`src/rtl/tcu_pkg.sv`:
```
package tcu_pkg;
  localparam int MODE_W = 4;

  typedef enum logic [MODE_W-1:0] {
    MD_OFF   = 4'b0000,
    MD_FALL  = 4'b0100,
    MD_RISE  = 4'b0101,
    MD_DIV_A = 4'b0110,
    MD_DIV_B = 4'b0111
  } tcu_mode_e;
endpackage

```
`src/rtl/tcu_pin_edge.sv`:
```
module tcu_pin_edge #(
  parameter int SYNC_STAGES = 2
) (
  input  logic clk,
  input  logic rst,
  input  logic pin_raw,
  output logic rise,
  output logic fall
);
  logic [SYNC_STAGES-1:0] sync_q;
  logic                   prev_q;
  logic                   cur;

  always_ff @(posedge clk) begin
    if (rst) begin
      sync_q <= '0;
      prev_q <= 1'b0;
    end else begin
      sync_q <= {sync_q[SYNC_STAGES-2:0], pin_raw};
      prev_q <= sync_q[SYNC_STAGES-1];
    end
  end

  assign cur  = sync_q[SYNC_STAGES-1];
  assign rise = cur & ~prev_q;
  assign fall = ~cur & prev_q;

  generate
    if (SYNC_STAGES == 2) begin : g_chk
      // A detected rise must come from a pin level seen two edges back
      p_rise_origin_r5: assert property (@(posedge clk) disable iff (rst)
        rise |-> $past(pin_raw, 2));
      p_fall_origin_r5: assert property (@(posedge clk) disable iff (rst)
        fall |-> !$past(pin_raw, 2));
    end
  endgenerate
endmodule

```
`src/rtl/tcu_prescale.sv`:
```
module tcu_prescale
  import tcu_pkg::*;
#(
  parameter int DIV_A = 4,
  parameter int DIV_B = 16
) (
  input  logic              clk,
  input  logic              rst,
  input  logic [MODE_W-1:0] mode,
  input  logic              rise,
  input  logic              fall,
  output logic              hit
);
  localparam int CNT_W = $clog2(DIV_B > DIV_A ? DIV_B : DIV_A);

  logic [CNT_W-1:0]  cnt_q;
  logic [MODE_W-1:0] mode_q;
  logic              mode_chg;
  logic              is_off;
  logic              divided;
  logic [CNT_W-1:0]  last;

  assign mode_chg = (mode != mode_q);
  assign is_off   = (mode == MD_OFF);

  always_comb begin
    divided = 1'b0;
    last    = '0;
    case (mode)
      MD_DIV_A: begin divided = 1'b1; last = CNT_W'(DIV_A - 1); end
      MD_DIV_B: begin divided = 1'b1; last = CNT_W'(DIV_B - 1); end
      default:  ;
    endcase
  end

  always_comb begin
    hit = 1'b0;
    if (!mode_chg) begin
      case (mode)
        MD_FALL:  hit = fall;
        MD_RISE:  hit = rise;
        MD_DIV_A,
        MD_DIV_B: hit = rise && (cnt_q == last);
        default:  hit = 1'b0;
      endcase
    end
  end

  always_ff @(posedge clk) begin
    if (rst) begin
      cnt_q  <= '0;
      mode_q <= MD_OFF;
    end else begin
      mode_q <= mode;
      if (is_off || mode_chg)
        cnt_q <= '0;
      else if (divided && rise)
        cnt_q <= (cnt_q == last) ? '0 : cnt_q + 1'b1;
    end
  end

  p_mode_change_clears_r8: assert property (@(posedge clk) disable iff (rst)
    mode_chg |=> (cnt_q == '0));
  p_off_clears_count_r7: assert property (@(posedge clk) disable iff (rst)
    is_off |=> (cnt_q == '0));
  p_no_hit_off_r9: assert property (@(posedge clk) disable iff (rst)
    (mode[3] || is_off) |-> !hit);
endmodule

```
`src/rtl/tcu_store.sv`:
```
module tcu_store #(
  parameter int VAL_W = 16
) (
  input  logic             clk,
  input  logic             rst,
  input  logic             off,
  input  logic             load,
  input  logic             clr,
  input  logic [VAL_W-1:0] tval,
  output logic [VAL_W-1:0] value,
  output logic             flag
);
  always_ff @(posedge clk) begin
    if (rst || off) begin
      value <= '0;
      flag  <= 1'b0;
    end else begin
      if (load)
        value <= tval;
      if (load)
        flag <= 1'b1;
      else if (clr)
        flag <= 1'b0;
    end
  end

  p_load_sets_flag_r6: assert property (@(posedge clk) disable iff (rst)
    (load && !off) |=> (flag && value == $past(tval)));
  p_flag_hold_r6: assert property (@(posedge clk) disable iff (rst)
    (flag && !clr && !off) |=> flag);
  p_value_stable_r9: assert property (@(posedge clk) disable iff (rst)
    (!load && !off) |=> $stable(value));
  p_off_clears_r7: assert property (@(posedge clk) disable iff (rst)
    off |=> (value == '0 && !flag));
endmodule

```
`src/rtl/tmr_capture_unit.sv`:
```
module tmr_capture_unit
  import tcu_pkg::*;
#(
  parameter int TMR_W       = 16,
  parameter int SYNC_STAGES = 2,
  parameter int DIV_A       = 4,
  parameter int DIV_B       = 16
) (
  input  logic              clk,
  input  logic              rst,
  input  logic [TMR_W-1:0]  timer_val,
  input  logic              pin_in,
  input  logic [MODE_W-1:0] mode,
  input  logic              flag_clr,
  output logic [TMR_W-1:0]  cap_value,
  output logic              cap_flag
);
  logic rise;
  logic fall;
  logic hit;
  logic off;

  assign off = (mode == MD_OFF);

  tcu_pin_edge #(.SYNC_STAGES(SYNC_STAGES)) u_edge (
    .clk     (clk),
    .rst     (rst),
    .pin_raw (pin_in),
    .rise    (rise),
    .fall    (fall)
  );

  tcu_prescale #(.DIV_A(DIV_A), .DIV_B(DIV_B)) u_pre (
    .clk  (clk),
    .rst  (rst),
    .mode (mode),
    .rise (rise),
    .fall (fall),
    .hit  (hit)
  );

  tcu_store #(.VAL_W(TMR_W)) u_store (
    .clk   (clk),
    .rst   (rst),
    .off   (off),
    .load  (hit),
    .clr   (flag_clr),
    .tval  (timer_val),
    .value (cap_value),
    .flag  (cap_flag)
  );

  p_reset_state_r10: assert property (@(posedge clk)
    rst |=> (cap_value == '0 && !cap_flag));
endmodule

```
`config.mk`:
```
export PLATFORM = sky130hd
export DESIGN_NAME = tmr_capture_unit
export DESIGN_NICKNAME = d
export VERILOG_FILES = /design/src/rtl/tcu_pkg.sv /design/src/rtl/tcu_pin_edge.sv /design/src/rtl/tcu_prescale.sv /design/src/rtl/tcu_store.sv /design/src/rtl/tmr_capture_unit.sv
export SDC_FILE = /design/constraint.sdc
export NUM_CORES = 1
export LEC_CHECK = 0
export ABC_AREA = 1
export BUFFER_PORTS_ARGS = -buffer_cell sky130_fd_sc_hd__buf_2
export CORE_MARGIN = 3
export CORE_UTILIZATION = 30
export CTS_CLUSTER_SIZE = 14
export DETAILED_ROUTE_END_ITERATION = 8
export GPL_TIMING_DRIVEN = 0
export PLACE_DENSITY_LB_ADDON = 0.2
export SYNTH_ARGS = -nofsm -noshare
export SYNTH_HDL_FRONTEND = slang
export SYNTH_HIERARCHICAL = 1
export SYNTH_SLANG_ARGS = --single-unit
```
`constraint.sdc`:
```
create_clock -name clk -period 1.9 [get_ports clk]
set_input_delay 0.095 -clock clk [delete_from_list [all_inputs] [get_ports clk]]
set_output_delay 0.095 -clock clk [all_outputs]
set_load 0.02 [all_outputs]
```
Word level (Yosys, flattened, before mapping)
Index checks and enable logic that the tools add are counted.
- bits in registers: 28
- bits in latches: 0
- bits in writable memories: 0
- bits in read-only memories: 0
- bits of input ports: 24
- output and inout port bits: 17
- memories: 0
- $add $sub $neg: 1
- $mul: 0
- divide/modulo/power cells: 0
- magnitude comparators: 0
- equality and inequality tests: 6
- shift operators: 0
- mux-type cells: 7
- bitwise gates (word level): 4
- reductions and logical operators: 8
- operators by type and width (operator ; count):
    == test 4 x 3 -> 1 bit, second input constant ; 4
    one-hot mux 4 bit (2 select lines) ; 1
    adder 4 x 1 -> 4 bit, second input constant ; 1
    == test 4 bit ; 1
    logical NOT 4 bit ; 1
    two-way mux 1 bit ; 4
    two-way mux 4 bit ; 1
    inequality test 4 bit ; 1
    OR reduction 2 bit ; 2
    one-hot mux 1 bit (3 select lines) ; 1
    bitwise AND 1 bit ; 2
    logical AND 1 bit ; 2
    logical OR 1 bit ; 2
    inverter 1 bit ; 2
    nonzero test 2 bit ; 1

Depth between registers and ports, before layout
- depth after elaboration: 7
- mapped depth: 12
- gate-level depth less buffers: 10

Modules after synthesis
The synthesis kept the hierarchy.
- modules (own cells, without submodules) (module ; instances ; cells an instance ; area an instance (µm²)):
    tcu_store ; 1 ; 76 ; 688.2
    tcu_prescale ; 1 ; 91 ; 523.0
    tcu_pin_edge ; 1 ; 12 ; 93.8
    tmr_capture_unit ; 1 ; 7 ; 26.3

Least setup slack after synthesis
Ideal clock, no wire load.
- kind: reg2reg
- start point: reg u_edge.sync_q[1]
- end point: reg u_store.value[10]
- library setup time: 0.118 ns
- arrival time: 1.364 ns
- data required time: 1.782 ns
- path slack: 0.418 ns
- stages on the path, launching flop included: 12
- buffers on the path: 2
- cells stage by stage: dfxtp_1 inv_1 nor2_1 inv_1 nor2_4 nand3_1 a21oi_1 buf_6 inv_8 buf_12 nand2_2 a21oi_2
- word-level cells in the longest chain between the ends: 4
- elaborated cells on any way between the ends: 6
- those cells by class: mux (2); bitwise (3); reduce/logical (1)
- RTL lines (item ; line ; RTL):
    start, declared ; tcu_pin_edge.sv:10 ; logic [SYNC_STAGES-1:0] sync_q;
    start signal, assigned ; tcu_pin_edge.sv:19 ; sync_q <= {sync_q[SYNC_STAGES-2:0], pin_raw};
    bitwise AND 1 bit * ; tcu_pin_edge.sv:25 ; assign rise = cur & ~prev_q;
    named net rise ; tmr_capture_unit.sv:18 ; logic rise;
    logical AND 1 bit ; tcu_prescale.sv:43 ; MD_DIV_B: hit = rise && (cnt_q == last);
    one-hot mux 1 bit (3 select lines) * ; tcu_prescale.sv:39 ; case (mode)
    two-way mux 1 bit * ; tcu_prescale.sv:38 ; if (!mode_chg) begin
    named net hit ; tmr_capture_unit.sv:20 ; logic hit;
    end signal, assigned ; tcu_store.sv:19 ; value <= tval;
    end, declared ; tcu_store.sv:10 ; output logic [VAL_W-1:0] value,
The timed path passes the listed nets; every way through them passes the cells marked *.
A chain may end at the register's enable or synchronous reset.

Worst setup path in the final report
- start point: reg u_edge.sync_q[1]
- end point: reg u_store.value[6]
Same word-level chain as after synthesis.

==> metrics.yaml <==
critical_path:
  cp.depth: 11
  required_ns: 2.06
  r2r_cells: 11
  critPathLaunchType: "flip-flop"
  critPathTopFamily: "buffers and inverters"
  cp_max_fo: 10
  worstSetupStartpoint: "u_edge/sync_q[1]$_SDFF_PP0_"
  cp_cell_sequence: "inv_1, nor2_1, inv_1, nor2_4, nand3_1, a21oi_1, buf_6, inv_8, buf_12, nand2_2, a21oi_2"
  r2r_start: "u_edge/sync_q[1]$_SDFF_PP0_"
  crit_type: "reg -> reg"
  crit_slowest_cell: "dfxtp_1"
  rrSetupSlack_ns: 0.25
  worst_path_most_repeated_cell: "inv_1"
  path_buf_inv: 5
  crit_path_end: "u_store/value[6]$_SDFFE_PP0P_"
  slowest_delay_ns: 0.34
  rr_endpoint: "u_store/value[6]$_SDFFE_PP0P_"
  end_kind: "flip-flop"
  arrival_ns: 1.81
place:
  hpwl_mm: 1.99
  dpl_cell_area_sq_mm: 0.00159
  place_congestion: 0.818
  io_buffers: 40
  dp_slack_ns: 0.252
  dp_cells: 276
cells_and_area:
  utilization: 0.395
  drive_above_1_share: 0.323
  multiInputGateArea_sq_um: 593
  seq_area_sq_um: 561
  diodes: 0
  nFillCells: 470
  finish.net_count: 256
  fin_area_sq_mm: 0.00164
  area_growth_pct: 22.8
  finalNonFillerCells: 279
sta:
  hold_ws_ns: 0.0232
  fin_crit_ns: 1.65
  tns_ns: 0
  skew_ns: 0.00618
  post-route-period-util: 0.871
  rsz0062_at_grt: "false"
  setup_ws_ns: 0.245
  hold_viol_final: 0
  slew_viol_final: 0
  tightest_slew_ns: 0.265
  relSlewSlack: 0.823
  fmax_ghz: 0.604
  setup_viol: 0
clock_tree:
  ctsHoldBuffers: 0
  cts_tree: "built"
  clock_sink_count: 28
  cts_resized: 0
  clk_path_buf_depth: 2
  postCtsSetupBuffers: 0
  clk_latency_ns: 0.26
  cts_made_buffers: 3
  cts_max_level: 1
  clockRootBuffer: "clkbuf_8"
  path_clk_slew_ns: 0.09
flow_run:
  drv_cap: 0
grt:
  met3_usage: 0.0331
  met1_usage: 0.142
  grt_use_met2: 0.163
  grt_pass1_vias: 1034
  grt_max_degree: 15
  grt_pass1_wl_mm: 4.42
  gr-total-overflow: 0
  antenna_found_initial: 0
  grt_usage: 0.104
  grt.busiest_layer: "met2"
routing:
  vias_per_cell: 4.12
  drt_iter0_drc: 60
  antenna_left: 0
  drtPass1Iterations: 4
  drt-total-wl_mm: 2.55
  route.detailed.drc: 0
  wl_per_cell_um: 9.15
  dr_total_vias: 1149
die:
  die_x_um: 72.6
  die_y_um: 72.6
  row_count: 23
  initial_core_util: 0.321
  die_area_sq_mm: 0.00527
  core_sq_mm: 0.00414
  io_pins: 41
yosys:
  synth_area_leader_cell: "dfxtp_1"
  yosys_warnings: 6
  netlist_instances: 186
  synth_area_sq_mm: 0.00133
  synth.area.top_cells: "dfxtp_1, nand2_1, inv_1"
  synth_commonest_cells: "nand2_1, inv_1, dfxtp_1"
  synthArstFlopShare: 0
  netlist.area_leader.share: 0.421
  synth.most_common_cell: "nand2_1"
  ys_types: 19
  synth_fp_nets: 211
  syn_area_per_cell_sq_um: 7.16
  ys_seq_elements: 28
  synth_edf_count: 0
  synthFlopType: "dfxtp_1"
  ys_seq_area_frac: 0.421
pwr:
  peakVddDrop_mv: 0.455
  power_leakage_nw: 0.780
  p_comb_frac: 0.084
  p_sw_mw: 0.215
  finalPower_mw: 0.984
  seqPwrFrac: 0.607
  p_int_mw: 0.769
  clock_power_share: 0.309
  swShare: 0.218
  p_per_area_mw_per_mm2: 602
status:
  outcome: "finished, final reports clean"
hold_path:
  hp-class: "in -> reg"
==> power by group through the flow <==
stage / logic, mW / registers [mW] / clock network, mW
2_1_floorplan: 0.0445 / 0.611 / 0
3_3_place_gp: 0.0837 / 0.610 / 0
3_5_place_dp: 0.0839 / 0.611 / 0
4_1_cts: 0.0844 / 0.597 / 0.333
5_1_grt: 0.0954 / 0.598 / 0.350
6_report: 0.0830 / 0.597 / 0.304
==> cell usage in the layout (no fill, tap or decap) <==
cell type	netlist	routed
inv_2	2	2
buf_12	1	1
buf_6	2	2
nand2_1	58	58
inv_8	1	1
ha_1	1	1
nor2_4	1	1
a21oi_1	8	8
nor2_1	21	21
a21oi_2	10	10
nand3_1	7	7
clkbuf_8	0	3
buf_4	1	1
nor2_2	2	2
dfxtp_1	28	28
nand3_2	1	1
nand2_2	10	10
buf_2	0	40
inv_1	29	29
xor2_1	2	2
nand3b_1	1	1
==> worst min path at each step <==
stage,slack (ns),end,cells past startpoint,startpoint
2_1_floorplan,0.17,u_edge/sync_q[0]$_SDFF_PP0_,1,rst
3_3_place_gp,0.29,u_edge/sync_q[0]$_SDFF_PP0_,3,pin_in
3_5_place_dp,0.30,u_edge/sync_q[0]$_SDFF_PP0_,3,pin_in
4_1_cts,0.008,u_edge/sync_q[0]$_SDFF_PP0_,3,pin_in
5_1_grt,0.03,u_edge/sync_q[0]$_SDFF_PP0_,3,pin_in
6_report,0.02,u_edge/sync_q[0]$_SDFF_PP0_,3,pin_in
==> layout make-up <==
| type | instances | share of cell area |
|---|---|---|
| buffer | 4 | 0.0306 |
| tap | 50 | 0.0383 |
| sequential | 28 | 0.343 |
| timing repair buffer | 40 | 0.122 |
| multi-input combinational | 122 | 0.363 |
| inverter | 32 | 0.0780 |
| clock buffer | 3 | 0.0252 |
==> sequential cells by signal, indices dropped and copies added, names as in the netlist <==
register	cells
u_edge/prev_q	1
u_edge/sync_q	2
u_pre/cnt_q	4
u_pre/mode_q	4
u_store/flag	1
u_store/value	16
==> worst reg2reg max path, stage by stage (launching register included) <==
cell	delay [ns]
dfxtp_1	0.34
inv_1	0.05
nor2_1	0.13
inv_1	0.09
nor2_4	0.17
nand3_1	0.11
a21oi_1	0.17
buf_6	0.18
inv_8	0.06
buf_12	0.14
nand2_2	0.06
a21oi_2	0.04
==> kinds of logic after synthesis <==
family / share of synthesized area
compound gates: 0.0959
fa+ha+maj: 0.00940
flops: 0.421
xor+xnor: 0.0132
simple gates: 0.327
buf+inv: 0.133
==> per-layer routing <==
layer	vias to the layer above	routed length [um]
li1	636	-
met4	0	15
met2	26	1130
met1	485	1260
met5	-	0
met3	2	146
Note: power is estimated with default switching activity, not from simulation.
